[config.mk]
export PLATFORM = sky130hd
export DESIGN_NAME = shd_stream_port
export DESIGN_NICKNAME = d
export VERILOG_FILES = /design/src/rtl/ssp_pkg.sv /design/src/rtl/ssp_fifo.sv /design/src/rtl/ssp_unif_fetch.sv /design/src/rtl/ssp_wpair.sv /design/src/rtl/shd_stream_port.sv
export SDC_FILE = /design/constraint.sdc
export NUM_CORES = 1
export LEC_CHECK = 0
export CORE_ASPECT_RATIO = 0.8
export CORE_MARGIN = 2
export CORE_UTILIZATION = 50
export DETAILED_ROUTE_END_ITERATION = 6
export PLACE_DENSITY_LB_ADDON = 0.25
export SETUP_SLACK_MARGIN = 0.02
export SLEW_MARGIN = 10
export SYNTH_ARGS = -nofsm -noshare
export SYNTH_HDL_FRONTEND = slang
export SYNTH_SLANG_ARGS = --single-unit
[constraint.sdc]
create_clock -name clk_i -period 4.4 [get_ports clk_i]
set_clock_uncertainty 0.1 [all_clocks]
set_input_delay 1.1 -clock clk_i [delete_from_list [all_inputs] [get_ports clk_i]]
set_output_delay 1.1 -clock clk_i [all_outputs]
set_load 0.01 [all_outputs]
[src/rtl/ssp_pkg.sv]
package ssp_pkg;
  localparam logic [5:0] ADDR_UNIF  = 6'd32;
  localparam logic [5:0] ADDR_VARY  = 6'd35;
  localparam logic [5:0] ADDR_W_CUR = 6'd15;
  localparam logic [5:0] ADDR_W_NXT = 6'd14;
  localparam int unsigned TAIL_SLOTS = 2;
endpackage

[src/rtl/ssp_fifo.sv]
module ssp_fifo #(
  parameter int WIDTH = 32,
  parameter int DEPTH = 4,
  localparam int PW = (DEPTH > 1) ? $clog2(DEPTH) : 1,
  localparam int CW = $clog2(DEPTH + 1)
) (
  input  logic             clk_i,
  input  logic             rst_ni,
  input  logic             flush_i,
  input  logic             push_i,
  input  logic [WIDTH-1:0] wdata_i,
  input  logic             pop_i,
  output logic [WIDTH-1:0] rdata_o,
  output logic             empty_o,
  output logic [CW-1:0]    count_o
);
  logic [WIDTH-1:0] mem_q [DEPTH];
  logic [PW-1:0]    rp_q, wp_q;
  logic [CW-1:0]    cnt_q;
  logic             do_push, do_pop;

  function automatic logic [PW-1:0] nxt(input logic [PW-1:0] p);
    return (p == PW'(DEPTH - 1)) ? '0 : p + 1'b1;
  endfunction

  assign do_pop  = pop_i && (cnt_q != '0);
  assign do_push = push_i && ((cnt_q != CW'(DEPTH)) || do_pop);

  always_ff @(posedge clk_i or negedge rst_ni) begin
    if (!rst_ni) begin
      rp_q  <= '0;
      wp_q  <= '0;
      cnt_q <= '0;
    end else if (flush_i) begin
      rp_q  <= '0;
      wp_q  <= '0;
      cnt_q <= '0;
    end else begin
      if (do_push) wp_q <= nxt(wp_q);
      if (do_pop)  rp_q <= nxt(rp_q);
      case ({do_push, do_pop})
        2'b10:   cnt_q <= cnt_q + 1'b1;
        2'b01:   cnt_q <= cnt_q - 1'b1;
        default: cnt_q <= cnt_q;
      endcase
    end
  end

  always_ff @(posedge clk_i) begin
    if (do_push && !flush_i) mem_q[wp_q] <= wdata_i;
  end

  assign rdata_o = mem_q[rp_q];
  assign empty_o = (cnt_q == '0);
  assign count_o = cnt_q;
endmodule

[src/rtl/ssp_unif_fetch.sv]
module ssp_unif_fetch #(
  parameter int DW    = 32,
  parameter int AW    = 32,
  parameter int DEPTH = 4,
  localparam int CW   = $clog2(DEPTH + 1),
  localparam int STEP = DW / 8
) (
  input  logic          clk_i,
  input  logic          rst_ni,
  input  logic          rewind_i,
  input  logic [AW-1:0] base_i,
  input  logic          pop_i,
  output logic          empty_o,
  output logic [DW-1:0] data_o,
  output logic          mreq_valid_o,
  input  logic          mreq_ready_i,
  output logic [AW-1:0] mreq_addr_o,
  input  logic          mrsp_valid_i,
  input  logic [DW-1:0] mrsp_data_i
);
  logic          armed_q;
  logic [AW-1:0] ptr_q;
  logic [CW-1:0] infl_q, infl_n, drop_q, cnt;
  logic          credit, acc, keep;

  // buffered + outstanding words bounded by queue depth
  assign credit       = ({1'b0, cnt} + {1'b0, infl_q}) < (CW+1)'(DEPTH);
  assign mreq_valid_o = armed_q && !rewind_i && credit;
  assign mreq_addr_o  = ptr_q;
  assign acc          = mreq_valid_o && mreq_ready_i;
  assign keep         = mrsp_valid_i && (drop_q == '0) && !rewind_i;
  assign infl_n       = infl_q + CW'(acc) - CW'(mrsp_valid_i);

  always_ff @(posedge clk_i or negedge rst_ni) begin
    if (!rst_ni) begin
      armed_q <= 1'b0;
      ptr_q   <= '0;
      infl_q  <= '0;
      drop_q  <= '0;
    end else begin
      infl_q <= infl_n;
      if (rewind_i) begin
        armed_q <= 1'b1;
        ptr_q   <= base_i;
        drop_q  <= infl_n;  // everything still in flight belongs to the old list
      end else begin
        if (acc) ptr_q <= ptr_q + AW'(STEP);
        if (mrsp_valid_i && (drop_q != '0)) drop_q <= drop_q - 1'b1;
      end
    end
  end

  ssp_fifo #(.WIDTH(DW), .DEPTH(DEPTH)) u_q (
    .clk_i   (clk_i),
    .rst_ni  (rst_ni),
    .flush_i (rewind_i),
    .push_i  (keep),
    .wdata_i (mrsp_data_i),
    .pop_i   (pop_i),
    .rdata_o (data_o),
    .empty_o (empty_o),
    .count_o (cnt)
  );
endmodule

[src/rtl/ssp_wpair.sv]
module ssp_wpair #(
  parameter int DW = 32
) (
  input  logic          clk_i,
  input  logic          rst_ni,
  input  logic          flip_i,
  input  logic          wr_i,
  input  logic [DW-1:0] wdata_i,
  output logic [DW-1:0] cur_o,
  output logic [DW-1:0] nxt_o
);
  logic [DW-1:0] ent_q [2];
  logic          sel_q;

  always_ff @(posedge clk_i or negedge rst_ni) begin
    if (!rst_ni) begin
      ent_q[0] <= '0;
      ent_q[1] <= '0;
      sel_q    <= 1'b0;
    end else begin
      if (wr_i)   ent_q[sel_q] <= wdata_i;
      if (flip_i) sel_q <= ~sel_q;
    end
  end

  // address LSB xor sel picks the physical entry
  assign cur_o = ent_q[~sel_q];
  assign nxt_o = ent_q[sel_q];
endmodule

[src/rtl/shd_stream_port.sv]
module shd_stream_port
  import ssp_pkg::*;
#(
  parameter int DW       = 32,
  parameter int AW       = 32,
  parameter int RAW      = 6,
  parameter int CNTW     = 6,
  parameter int UQ_DEPTH = 4,
  parameter int VQ_DEPTH = 4,
  localparam int VCW     = $clog2(VQ_DEPTH + 1)
) (
  input  logic            clk_i,
  input  logic            rst_ni,
  input  logic [CNTW-1:0] cfg_vary_cnt_i,
  input  logic            issue_i,
  input  logic            prog_end_i,
  input  logic            rd_en_a_i,
  input  logic [RAW-1:0]  rd_addr_a_i,
  input  logic            rd_en_b_i,
  input  logic [RAW-1:0]  rd_addr_b_i,
  input  logic            ubase_we_i,
  input  logic [AW-1:0]   ubase_i,
  input  logic            pix_start_i,
  input  logic            w_we_i,
  input  logic [DW-1:0]   w_data_i,
  input  logic            vary_push_i,
  input  logic [DW-1:0]   vary_v_i,
  input  logic [DW-1:0]   vary_c_i,
  output logic            vary_ready_o,
  output logic            mreq_valid_o,
  input  logic            mreq_ready_i,
  output logic [AW-1:0]   mreq_addr_o,
  input  logic            mrsp_valid_i,
  input  logic [DW-1:0]   mrsp_data_i,
  output logic            stall_o,
  output logic [DW-1:0]   rd_data_a_o,
  output logic [DW-1:0]   rd_data_b_o,
  output logic            acc5_we_o,
  output logic [DW-1:0]   acc5_data_o,
  output logic            err_o
);
  logic            fire, u_req, v_req, u_pop, v_pop, s_rd;
  logic            u_empty, v_empty;
  logic [DW-1:0]   u_data, w_cur, w_nxt;
  logic [2*DW-1:0] v_head;
  logic [VCW-1:0]  v_cnt;
  logic [CNTW-1:0] left_q, left_after;
  logic [1:0]      tail_q;
  logic            err_q, err_d;

  assign u_req = (rd_en_a_i && rd_addr_a_i == RAW'(ADDR_UNIF)) ||
                 (rd_en_b_i && rd_addr_b_i == RAW'(ADDR_UNIF));
  assign v_req = rd_en_b_i && rd_addr_b_i == RAW'(ADDR_VARY);

  assign stall_o = issue_i && ((u_req && u_empty) || (v_req && v_empty));
  assign fire    = issue_i && !stall_o;
  assign u_pop   = fire && u_req;
  assign v_pop   = fire && v_req;
  assign s_rd    = u_req || v_req;

  ssp_unif_fetch #(.DW(DW), .AW(AW), .DEPTH(UQ_DEPTH)) u_unif (
    .clk_i        (clk_i),
    .rst_ni       (rst_ni),
    .rewind_i     (fire && ubase_we_i),
    .base_i       (ubase_i),
    .pop_i        (u_pop),
    .empty_o      (u_empty),
    .data_o       (u_data),
    .mreq_valid_o (mreq_valid_o),
    .mreq_ready_i (mreq_ready_i),
    .mreq_addr_o  (mreq_addr_o),
    .mrsp_valid_i (mrsp_valid_i),
    .mrsp_data_i  (mrsp_data_i)
  );

  ssp_fifo #(.WIDTH(2*DW), .DEPTH(VQ_DEPTH)) u_vary (
    .clk_i   (clk_i),
    .rst_ni  (rst_ni),
    .flush_i (1'b0),
    .push_i  (vary_push_i),
    .wdata_i ({vary_c_i, vary_v_i}),
    .pop_i   (v_pop),
    .rdata_o (v_head),
    .empty_o (v_empty),
    .count_o (v_cnt)
  );

  ssp_wpair #(.DW(DW)) u_w (
    .clk_i   (clk_i),
    .rst_ni  (rst_ni),
    .flip_i  (pix_start_i),
    .wr_i    (w_we_i),
    .wdata_i (w_data_i),
    .cur_o   (w_cur),
    .nxt_o   (w_nxt)
  );

  assign vary_ready_o = (v_cnt != VCW'(VQ_DEPTH));
  assign acc5_we_o    = v_pop;
  assign acc5_data_o  = v_head[2*DW-1:DW];

  always_comb begin
    rd_data_a_o = '0;
    if (rd_en_a_i) begin
      case (rd_addr_a_i)
        RAW'(ADDR_UNIF):  rd_data_a_o = u_data;
        RAW'(ADDR_W_CUR): rd_data_a_o = w_cur;
        RAW'(ADDR_W_NXT): rd_data_a_o = w_nxt;
        default:          rd_data_a_o = '0;
      endcase
    end
    rd_data_b_o = '0;
    if (rd_en_b_i) begin
      case (rd_addr_b_i)
        RAW'(ADDR_UNIF): rd_data_b_o = u_data;
        RAW'(ADDR_VARY): rd_data_b_o = v_head[DW-1:0];
        default:         rd_data_b_o = '0;
      endcase
    end
  end

  assign left_after = left_q - CNTW'(v_pop && (left_q != '0));
  assign err_d = fire && ((s_rd && (prog_end_i || tail_q != '0)) ||
                          (prog_end_i && left_after != '0));

  always_ff @(posedge clk_i or negedge rst_ni) begin
    if (!rst_ni) begin
      left_q <= '0;
      tail_q <= '0;
      err_q  <= 1'b0;
    end else begin
      err_q  <= err_d;
      left_q <= pix_start_i ? cfg_vary_cnt_i : left_after;
      if (fire && prog_end_i)          tail_q <= 2'(TAIL_SLOTS);
      else if (fire && tail_q != '0)   tail_q <= tail_q - 1'b1;
    end
  end

  assign err_o = err_q;
endmodule

* Word level (Yosys, flattened, before mapping) *
Memories as Yosys holds them, arrays and structs flattened.
Index checks and enable logic that the tools add are counted.

storage, ports and cells
  input port bits = 190
  memories kept = 2
  RAM bits = 384
  register bits = 127
  word-level logic and storage cells = 143
  output and inout bits = 133

operators by class
  bitwise operators = 3
  add/subtract/negate cells = 15
  mux-type cells = 35
  magnitude comparators = 4
  reduce and logical (&&, ||, !) cells = 53
  equal/unequal tests = 15

memory list
  name              depth  width  rd ports  clocked after memory_dff  wr ports  line            text
  u_vary.mem_q      4      64     1         0                         1         ssp_fifo.sv:17  logic [WIDTH-1:0] mem_q [DEPTH];
  u_unif.u_q.mem_q  4      32     1         0                         1         ssp_fifo.sv:17

operators with widths
  kind                                                                 number
  32-bit 2-to-1 mux                                                    11
  32-bit case mux with 3 select lines                                  1
  64-bit bitwise mux                                                   1
  32-bit case mux with 2 select lines                                  1
  32-bit by 3-bit adder with 32-bit output (second input constant)     1
  32-bit demux with 1-bit select                                       1
  1-bit logical AND                                                    28
  2-bit 2-to-1 mux                                                     10
  6-bit == test (second input constant)                                3
  2-bit nonzero test                                                   7
  2-bit == test (second input constant)                                6
  6-bit by 4-bit == test with 1-bit output (second input constant)     2
  3-bit case mux with 2 select lines                                   2
  3-bit nonzero test                                                   4
  6-bit nonzero test                                                   2
  3-bit logical NOT                                                    3
  3-bit 2-to-1 mux                                                     3
  3-bit by 1-bit subtractor with 3-bit output (second input constant)  3
  2-bit by 1-bit adder with 2-bit output (second input constant)       4
  1-bit logical OR                                                     7
  3-bit by 1-bit adder with 3-bit output (second input constant)       2
  6-bit 2-to-1 mux                                                     1
  3-bit != test (second input constant)                                2
  6-bit by 1-bit subtractor with 6-bit output                          1
  12 further kinds                                                     19

* Logic depth before layout (Yosys ltp) *
Gate-level depths: netlist of run 1.

  depth after elaboration = 16
  depth in mapped cells = 14
  mapped depth without buffers = 12

* Modules after synthesis *
Synthesis of run 1 repeated with hierarchy kept, for this count alone.

second synthesis, totals
  cells, all modules = 1,290
  area, all modules = 21,988.6 µm²

by module, submodules not included
  module                  cells an instance  instances  area an instance (µm²)
  ssp_fifo at u_vary      399                1          9,820.7
  ssp_fifo at u_unif.u_q  233                1          5,191.2
  ssp_wpair               210                1          3,176.8
  ssp_unif_fetch          252                1          2,303.5
  shd_stream_port         196                1          1,496.4

* Least setup slack after synthesis of run 1 *
Ideal clock, no wire load.

  kind = input -> register
  start point = input rd_addr_b_i[3]
  end point = memory u_vary.mem_q[1][0] (netlist bit) (enable)
  path buffers = 2
  required time = 3,871 ps
  setup slack = -42 ps
  cell stages on the path = 7
  arrival time = 3,913 ps
  cell sequence = nor4bb_1 > and2_1 > clkbuf_1 > and3_1 > buf_6 > o21a_4 > and2_1

between the ends
  word-level cells in the longest chain between the ends = 14
  elaborated cells on any way between the ends = 17
  classes of those cells = eq/ne: 2; mux: 2; reduce/logical: 13

RTL lines
  element                                     line                   text
  start, declared                             shd_stream_port.sv:20  input logic [RAW-1:0] rd_addr_b_i,
  6-bit == test                               shd_stream_port.sv:52  (rd_en_b_i && rd_addr_b_i == RAW'(ADDR_UNIF));
  1-bit logical AND                           shd_stream_port.sv:52
  1-bit logical OR                            shd_stream_port.sv:51  assign u_req = (rd_en_a_i && rd_addr_a_i == RAW'(ADDR_UNIF)) ||
  1-bit logical AND                           shd_stream_port.sv:55  assign stall_o = issue_i && ((u_req && u_empty) || (v_req && v_empty));
  1-bit logical OR                            shd_stream_port.sv:55
  1-bit logical AND                           shd_stream_port.sv:55
  1-bit logical NOT                           shd_stream_port.sv:56  assign fire = issue_i && !stall_o;
  1-bit logical AND                           shd_stream_port.sv:56
  1-bit logical AND (*)                       shd_stream_port.sv:58  assign v_pop = fire && v_req;
  net acc5_we_o                               shd_stream_port.sv:38  output logic acc5_we_o,
  1-bit logical AND (*)                       ssp_fifo.sv:26         assign do_pop = pop_i && (cnt_q != '0);
  1-bit logical OR (*)                        ssp_fifo.sv:27         assign do_push = push_i && ((cnt_q != CW'(DEPTH)) || do_pop);
  1-bit logical AND (*)                       ssp_fifo.sv:27
  1-bit 2-to-1 mux (*)                        ssp_fifo.sv:50         if (do_push && !flush_i) mem_q[wp_q] <= wdata_i;
  1-bit 2-to-1 mux (implied by the code) (*)  ssp_fifo.sv:50
  end, declared                               ssp_fifo.sv:17

The timed path passes the listed nets; every way through them passes the cells marked *.

* Worst setup path after layout of run 1 *
  start point = input rd_addr_a_i[1]
  end point = output rd_data_a_o[12]

between the ends
  word-level cells in the longest chain between the ends = 3
  elaborated cells on any way between the ends = 5
  classes of those cells = eq/ne: 3; mux: 2

RTL lines
  element                                                                    line                    text
  start, declared                                                            shd_stream_port.sv:18   input logic [RAW-1:0] rd_addr_a_i,
  6-bit by 4-bit == test with 1-bit output or 6-bit == test (tied branches)  shd_stream_port.sv:105  case (rd_addr_a_i)
  32-bit case mux with 3 select lines (*)                                    shd_stream_port.sv:105
  32-bit 2-to-1 mux (*)                                                      shd_stream_port.sv:104  if (rd_en_a_i) begin
  end, declared                                                              shd_stream_port.sv:36   output logic [DW-1:0] rd_data_a_o,

Mark *: on every way between the ends. The rest lies on a longest branch, timed or not.

==> impl.org, run 1 <==
** Final layout
- Cells fill 65.41% of the core in the end.
- Share of post-route cells with drive strength above 1 :: 20.21%
- The net count of the finished layout is 1859.
- Synthesis-to-finish area growth :: 29.27%
- For this run, the number of standard cells in the final layout without fillers is 2241.

** Synthesis
- Proportion of synthesized area in mux cells :: 14.29%
- Summing the areas of all fa, ha and maj instances in the mapped netlist gives 1.587% of the synthesized area.
- Share of the synthesized area in compound gates (AO/OA/AOI/OAI) :: 4.489%
- Post-synth net total :: 1490
- Sequential-to-total area share from yosys stat :: 69.63%
- In the synthesized netlist, the number of instances is 1275.
- Among all flip-flop cells after synthesis, the most frequent one is sky130_fd_sc_hd__edfxtp_1.
- After synthesis, the largest family of logic cells by area is multiplexers.
- Counting flops with an async set or reset pin after synthesis yields a share of 24.85%.
- #FFs+latches synth :: 511
- Of the total synthesized cell area, the portion taken by AND, OR, NAND and NOR gates is 6.420%.
- Number of synthesized flops with an enable pin :: 384
- Counting distinct cell types in the post-synthesis netlist gives 54.
- During synthesis, Yosys emitted a total of 0 warnings.
- Cell area after technology mapping :: 21130 um2
- XOR/XNOR Fraction of Synth Area :: 1.824%
- Dividing the synthesized area by the synthesized cell count gives 16.57 um2.

** Power and ir drop
- Int Power :: 10.28 mW
- Switching part of the total power :: 26.08%
- In this run, flip-flops and latches consume 47.9% of the power.
- Standby leakage power :: 9.896 nW
- Max IR drop VDD :: 0.0003630 V
- Switching power of the nets :: 3.627 mW
- Clock network fraction of total power :: 32.4%
- Power spread over the standard cell area amounts to 509.3 nW/um2.
- Per report_power, the combinational group accounts for 19.7% of the total.

** Routing
- For this block, the routed nets add up to 49.72 mm of wire.
- Total via count after detailed routing :: 12360
- In this run the remaining antenna-violating nets after routing total 0.
- DRC violation count after routing :: 0
- Dividing the detail-routed via count by the number of cells gives 5.515.
- Count of TritonRoute iterations in the first routing pass :: 5
- Number of DRC markers in iteration 0 :: 846
- Detailed-route wire length per cell :: 22.19 um

** Clock tree
- Number of H-tree levels :: 2
- CTS saw 511 sinks.
- Root buf cell :: sky130_fd_sc_hd__clkbuf_16
- TritonCTS built the clock tree.
- After clock tree synthesis, the clock-pin slew on the worst setup and hold paths is 0.06 ns.
- Clock insertion delay at the later pin of the skew report :: 0.58 ns
- CTS Buf Count :: 51
- CTS Hold Buffers Added :: 0
- In this run the deepest clock path goes through 3 buffers.

** Timing
- The worst pin sits at a relative slew slack of 34.25%.
- Highest attainable clock frequency :: 232.2 MHz
- Period utilization :: 97.86%
- Pins over their slew limit :: 0
- Total Negative Setup Slacks :: 0 ns
- The final hold violation count came to 0.
- Setup violations remaining at the end of the flow were counted as 0.
- At the pin with the least slew margin, the transition time is 0.9862 ns.
- Setup repair after global routing left no endpoint under its margin.
- Subtracting the final worst setup slack from the clock period gives 4.306 ns.

** Floorplan
- Measured along the y axis, the die boundary spans 187.9 um.
- Initial standard-cell utilization of the core :: 50.60%
- I/O pin cnt :: 323
- Die outline area :: 43920 um2
- Chip width :: 233.8 um
- In this run the core area contains 67 standard-cell rows.
- The floorplan step defined a core boundary enclosing 41750 um2.

** Place
- Including well taps, the total number of placed cells is 2131.
- Buffers added on ports :: 322
- Detailed placement ended at an HPWL of 32.79 mm.
- At the end of routability-driven placement, the weighted congestion stood at 0.8352.

** Worst setup path
- For the worst setup path, the data required time is 3.20 ns.
- In this run the critical register-to-register path is launched from u_unif.u_q.count_o[0].
- The worst setup path is captured at a primary output.
- Flop-to-flop setup slack :: 1.37 ns
- Worst-path fanout max :: 16
- Worst Setup Start Kind :: input port
- Data on the critical path arrives at its endpoint at 3.11 ns.
- Crit path launch :: rd_addr_a_i[1]
- The worst setup path is of the input port to primary output kind.

** GRT
- Global-route wire length before repair :: 75.40 mm
- Overflow left after global routing :: 0
- Largest net degree at the start of global routing :: 101
- Antenna violations before repair :: 5
- Via count of the first global-routing pass :: 12710
- Global routing used 22.89% of the available tracks.

** Hold path
- Hold Crit Start :: u_unif.mreq_addr_o[1]
- The min-delay analysis places its worst path in the category flip-flop to flip-flop.

** Flow run
- Max-cap violations in this run came to 0.

** Status
- Result of the run :: finished, final reports clean
==> layer usage <==
layer | vias to the layer above | track usage [%] | share of wire (%)
met5 | - | 0 | 0.072
met4 | 6 | 5.915 | 2.2
met3 | 80 | 5.976 | 7.8
met2 | 370 | 36.98 | 49
met1 | 6280 | 31.12 | 41
li1 | 5623 | - | -
==> sequential cells by signal, summed over array words and instances (netlist names), 3 cells and up <==
signal / count
left_q: 6
u_unif.drop_q: 3
u_unif.infl_q: 3
u_unif.mreq_addr_o: 32
u_unif.u_q.count_o: 3
u_unif.u_q.mem_q: 128
u_vary.count_o: 3
u_vary.mem_q: 256
u_w.ent_q: 64
==> power by group through the flow <==
| stage | Combinational (mW) | Sequential (mW) | Clock (mW) |
|---|---|---|---|
| floorplan | 1.65 | 6.64 | 0 |
| global placement | 2.71 | 6.69 | 0 |
| finish | 2.74 | 6.66 | 4.51 |
| detailed placement | 2.77 | 6.75 | 0 |
| global route | 3.02 | 6.76 | 4.81 |
| CTS | 2.80 | 6.66 | 4.60 |
==> metrics by stage <==
stage          hold WS [ns]  total power, mW  area, um2  worst slack, ns
6_report             0.3898            13.91      27310          0.09400
5_1_grt              0.4166            14.59      27310          0.02048
4_1_cts              0.3910            14.06      27310          0.02076
3_5_place_dp         0.3696            9.521      25420          -0.2871
3_3_place_gp         0.3613            9.405      25420          -0.2871
2_1_floorplan        0.3409            8.291      21130           0.4371
==> layout make-up <==
| cell class | count | area [um2] |
|---|---|---|
| Inverter | 31 | 116.4 |
| Clock buffer | 63 | 1353 |
| Tap cell | 552 | 690.7 |
| Antenna cell | 2 | 5.005 |
| Sequential cell | 511 | 14720 |
| Timing Repair Buffer | 379 | 3885 |
| Clock inverter | 33 | 417.9 |
| Fill cell | 2976 | 14440 |
| Multi-Input combinational cell | 670 | 6123 |
==> layout by cell type, fill, tap and decap left out, drive strengths merged, types with 49 or more instances in the layout <==
master	synthesis	final
dlygate4sd2	0	49
a21oi	72	72
clkdlybuf4s50	0	253
mux4	96	96
mux2	70	70
buf	24	59
clkbuf	39	68
nand2	131	131
dfrtp	127	127
edfxtp	384	384
==> cell usage after synthesis, drive strengths merged, types with 6 or more instances <==
master    n  area share (%)
edfxtp  384              55
nand2   131             2.3
dfrtp   127              15
mux4     96              10
a21oi    72             1.7
mux2     70             3.8
clkbuf   39            0.69
nor2     36            0.64
o21ai    36            0.85
nor2b    33            0.98
a22o     32             1.3
inv      31            0.55
xnor2    28             1.2
buf      24            0.52
ha       22             1.3
nand3    17            0.40
xor2     16            0.66
nor3     10            0.29
nand4     9            0.30
and2      8            0.24
and3      8            0.24
mux2i     6            0.28
nor4      6            0.31
==> path summary, 6_finish.rpt <==
path                                           to  depth (start not counted)
max                               rd_data_a_o[12]                          8
min                         u_unif.mreq_addr_o[1]                          2
min reg2reg                 u_unif.mreq_addr_o[1]                          2
max reg2reg                     u_vary.count_o[2]                         13
max in group asynchronous           u_w.ent_q[48]                          2
min in group asynchronous  u_unif.mreq_addr_o[24]                          1
==> critical path, cell delays in order <==
cell	delay, ns
sky130_fd_sc_hd__clkdlybuf4s50_1	0.42
sky130_fd_sc_hd__or4_4	0.58
sky130_fd_sc_hd__nor3b_4	0.22
sky130_fd_sc_hd__buf_4	0.16
sky130_fd_sc_hd__buf_12	0.14
sky130_fd_sc_hd__a21oi_1	0.07
sky130_fd_sc_hd__nor2b_1	0.12
sky130_fd_sc_hd__dlygate4sd2_1	0.30
==> kinds of logic (layout without fill, tap and decap cells) <==
| family | count (synthesis) | in the layout |
|---|---|---|
| fa+ha+maj | 25 | 25 |
| flops | 511 | 511 |
| buf+inv | 94 | 506 |
| xor+xnor | 44 | 44 |
| mux | 172 | 172 |
| other cells | 0 | 2 |
| compound gates | 153 | 153 |
| simple gates | 276 | 276 |
==> what timing repair did <==
item / in CTS / in global routing
resized for setup: 79 / 23
hold endpoints to repair: 0 / 0
buffers inserted: 9 / 0
endpoints found under the setup margin: 67 / 20
pin swaps: 2 / 2
gates cloned: 3 / 0
No activity file was read; power rests on OpenSTA's default activity.
==> inputs of run 2 (changes only) <==
--- a/config.mk
+++ b/config.mk
@@ -6,7 +6,7 @@
 export NUM_CORES = 1
 export LEC_CHECK = 0
-export CORE_ASPECT_RATIO = 0.8
 export CORE_MARGIN = 2
 export CORE_UTILIZATION = 50
+export CTS_CLUSTER_SIZE = 14
 export DETAILED_ROUTE_END_ITERATION = 6
 export PLACE_DENSITY_LB_ADDON = 0.25
==> constraint.sdc (replaced) <==
create_clock -name clk_i -period 4.4 [get_ports clk_i]
set_clock_uncertainty 0.1 [all_clocks]
set_input_delay 1.32 -clock clk_i [delete_from_list [all_inputs] [get_ports clk_i]]
set_output_delay 1.32 -clock clk_i [all_outputs]
set_load 0.01 [all_outputs]
==> run 2 against run 1 <==
Effect of this change: the run now ends with negative setup slack left; final area grew 1.3%; flip-flop and latch count unchanged; utilization grew 0.71 points; largest cell class unchanged; sequential power about the same; largest power group unchanged.
==> impl.org, run 2 (synthesis gave the netlist of run 1 again) <==
** Worst setup path
- CP Data Arrival Time :: 2.98 ns (-0.13 ns)
- The largest fanout on the critical path is 8 (-8).
- Crit path launch :: rd_addr_a_i[2]
- The count of buffer and inverter cells on the critical path came to 5 (+1).
- The required time at the worst-slack endpoint is 2.98 ns (-0.22 ns).
- The kind of cell with the highest combined delay along the critical path is simple AND/OR/NAND/NOR gates.
- The setup slack of the most critical reg-to-reg path is 1.36 ns (about the same).
- Worst Setup Start Kind :: input port
- In this run the critical register-to-register path is launched from u_unif.u_q.count_o[0].
- STA classifies the critical path endpoint as a primary output.
- Critical Path Slowest Stage Cell :: sky130_fd_sc_hd__or4_4
- The signal on the critical path passes through buf_6 -> or4_4 -> buf_6 -> nor3b_4 -> buf_6 -> buf_16 -> a21oi_1 -> nor2b_1 -> buf_2.
- Library cell appearing most often on the critical path :: sky130_fd_sc_hd__buf_6
- Startpoint-to-endpoint class of the critical path :: input port to primary output
- The peak per-stage delay on the critical path came to 0.54 ns (-0.04 ns).

** Final layout
- Compared with the post-synthesis result, the final layout area differs by 31.01%.
- The largest registers in the layout are u_vary.mem_q (256), u_unif.u_q.mem_q (128), u_w.ent_q (64).
- Post-layout util :: 66.13% (+0.71 points)
- Leaving out fill and tap cells, the most frequent cell in the layout is sky130_fd_sc_hd__edfxtp_1.
- Counting flops per register, the top entry is u_vary.mem_q.
- Post-route standard cell area excluding fillers :: 27680 um2 (+1.3%)
- In the layout the commonest cells are 384 x sky130_fd_sc_hd__edfxtp_1, 245 x sky130_fd_sc_hd__clkdlybuf4s50_1, 131 x sky130_fd_sc_hd__nand2_1.
- Number of flip-flops in the largest register :: 256 (unchanged)
- The final layout net count is 1892 (+1.8%).
- Share of post-route cells with drive strength above 1 :: 27.12% (+6.9 points)

** Floorplan
- Chip width :: 209.6 um (-10%)
- Cell Rows :: 75 (+12%)
- The area of the core came to 41850 um2 (+0.25%).
- The starting density of the core came to 50.48% (-0.13 points).
- The vertical extent of the die is 209.6 um (+12%).
- I/O pin cnt :: 323 (unchanged)
- The area enclosed by the die boundary was 43910 um2 (about the same).

** Power and ir drop
- PwrDens :: 511.9 nW/um2 (+0.50%)
- Max IR drop VDD :: 0.0004173 V (+15%)
- The leakage power is 9.982 nW (+0.87%).
- The total power came to 14.17 mW (+1.9%).

** Timing
- Period utilization :: 100.1% (+2.2 points)
- The worst hold margin came to 0.3741 ns (-0.01570 ns).
- The count of final setup violators was 1 (+1).
- The upper clock frequency limit came to 227.1 MHz (-2.2%).
- Actual transition at the worst max-transition pin :: 0.8486 ns (-0.1376 ns)
- The final hold violation count is 0 (unchanged).
- Setup repair after global routing missed its margin :: true
- PnR worst setup slack :: -0.002646 ns (-0.09665 ns)
- Min Clock Period, post-route :: 4.403 ns (+0.09665 ns)
- The headroom to the max-slew limit was 43.29% (+9.0 points).
- Pins over their slew limit :: 0 (unchanged)

** Clock tree
- The total clock sinks is 511 (unchanged).
- Number of H-tree levels :: 2 (unchanged)
- Root buf cell :: sky130_fd_sc_hd__clkbuf_16
- The number of buffers inserted for hold repair after clock tree synthesis was 0 (unchanged).
- Register clock-pin slew on the reported worst setup and hold paths :: 0.06 ns (about the same)
- Clock tree from TritonCTS :: built
- CTS Buf Count :: 53 (+3.9%)
- Bufs on Longest Clock Path :: 3 (unchanged)
- Clock insertion delay at the later pin of the skew report :: 0.58 ns (about the same)

** Routing
- The number of optimization iterations in the first detailed-route pass was 4 (-1).
- Wire length reported by the detailed router :: 50.41 mm (+1.4%)
- Total via count after detailed routing :: 12580 (+1.8%)
- The number of DRC markers in iteration 0 is 878 (+3.8%).
- The number of nets still failing antenna checks after routing came to 0 (unchanged).
- Vias per inst :: 5.548 (+0.59%)
- Detailed-route wire length per cell :: 22.23 um (+0.17%)
- DRC violation count after routing :: 0 (unchanged)

** Hold path
- The startpoint identified for the worst hold timing path is u_unif.mreq_addr_o[1].
- The min-delay analysis places its worst path in the category flip-flop to flip-flop.

** Flow run
- The max-capacitance violation count is 0 (unchanged).

** Place
- The instance area at placement is 25770 um2 (+1.4%).
- The count of buffers inserted at the top-level ports came to 322 (unchanged).
- RePlAce Congestion :: 0.8594 (+2.9%)
- Placed wire-length estimate :: 34.45 mm (+5.1%)

** GRT
- Antenna violations before repair :: 10 (+5)
- The largest net degree at the start of global routing was 68 (-33%).
- Via count of the first global-routing pass :: 12990 (+2.2%)
- GRT Overall Usage :: 23.05% (+0.16 points)
- Overflow left after global routing :: 0 (unchanged)
- Global-route wire length before repair :: 76.66 mm (+1.7%)

** Status
- Violated checks :: negative setup slack
- The run finished, with violations left.
## run 2: cell count changes in the layout (fill, tap and decap cells not counted), sizes merged
cell           previous run  this run
dlymetal6s2s              5         3
clkdlybuf4s50           253       245
clkdlybuf4s15             8         6
dlygate4sd2              49         2
clkinv                   21        25
diode                     2         7
buf                      59       152
inv                      33        32
clkbuf                   68        66
## run 2: timing repair
item / in CTS / in global routing
gates resized for setup: 306 / 35
setup buffers: 6 / 1
pin swaps: 9 / 8
endpoints found under the setup margin: 67 / 57
gates cloned: 5 / 1
## run 2: path summary, 6_finish.rpt
path,cells past startpoint,endpoint
max,9,rd_data_a_o[25]
min,2,u_unif.mreq_addr_o[1]
max reg2reg,13,u_vary.count_o[2]
min reg2reg,2,u_unif.mreq_addr_o[1]
max in group asynchronous,2,u_w.ent_q[18]
min in group asynchronous,1,u_vary.count_o[0]
## run 2: routing by layer
layer | global-route usage [%] | vias to the layer above | part of all wire, %
li1 | - | 5709 | -
met1 | 30.66 | 6421 | 41
met2 | 37.48 | 358 | 49
met3 | 5.492 | 90 | 6.4
met4 | 8.388 | 4 | 3.0
met5 | 0 | - | 0.050
## run 2: metrics by stage
step           instances  setup TNS, ns  setup slack (ns)
2_1_floorplan       1275              0           0.06268
3_3_place_gp        2149         -36.09           -0.6952
3_5_place_dp        2149         -38.73           -0.7616
4_1_cts             2260        -0.1516          -0.02630
5_1_grt             2265         -1.774           -0.1006
6_report            2268      -0.002646         -0.002646
## run 2: tightest hold or removal path, cell delays in order, from the launching register on
cell and delay [ns]:
sky130_fd_sc_hd__dfrtp_1 0.34, sky130_fd_sc_hd__nand2_1 0.05, sky130_fd_sc_hd__nand2_1 0.06
## run 2: cell type report
type,instances,area (um2)
clock buffers,64,1410
well taps,539,674.4
flip-flops and latches,511,14720
multi-input cells,670,6243
diodes,7,17.52
clock inverters,36,374.1
fillers,2913,14180
repair buffers,410,4125
inverters,31,116.4
## run 2: report_power, final
group	leakage (nW)	switching [mW]	internal [mW]
Combinational	4.09	1.46	1.52
Sequential	5.01	0.424	6.23
Clock	0.874	1.79	2.74
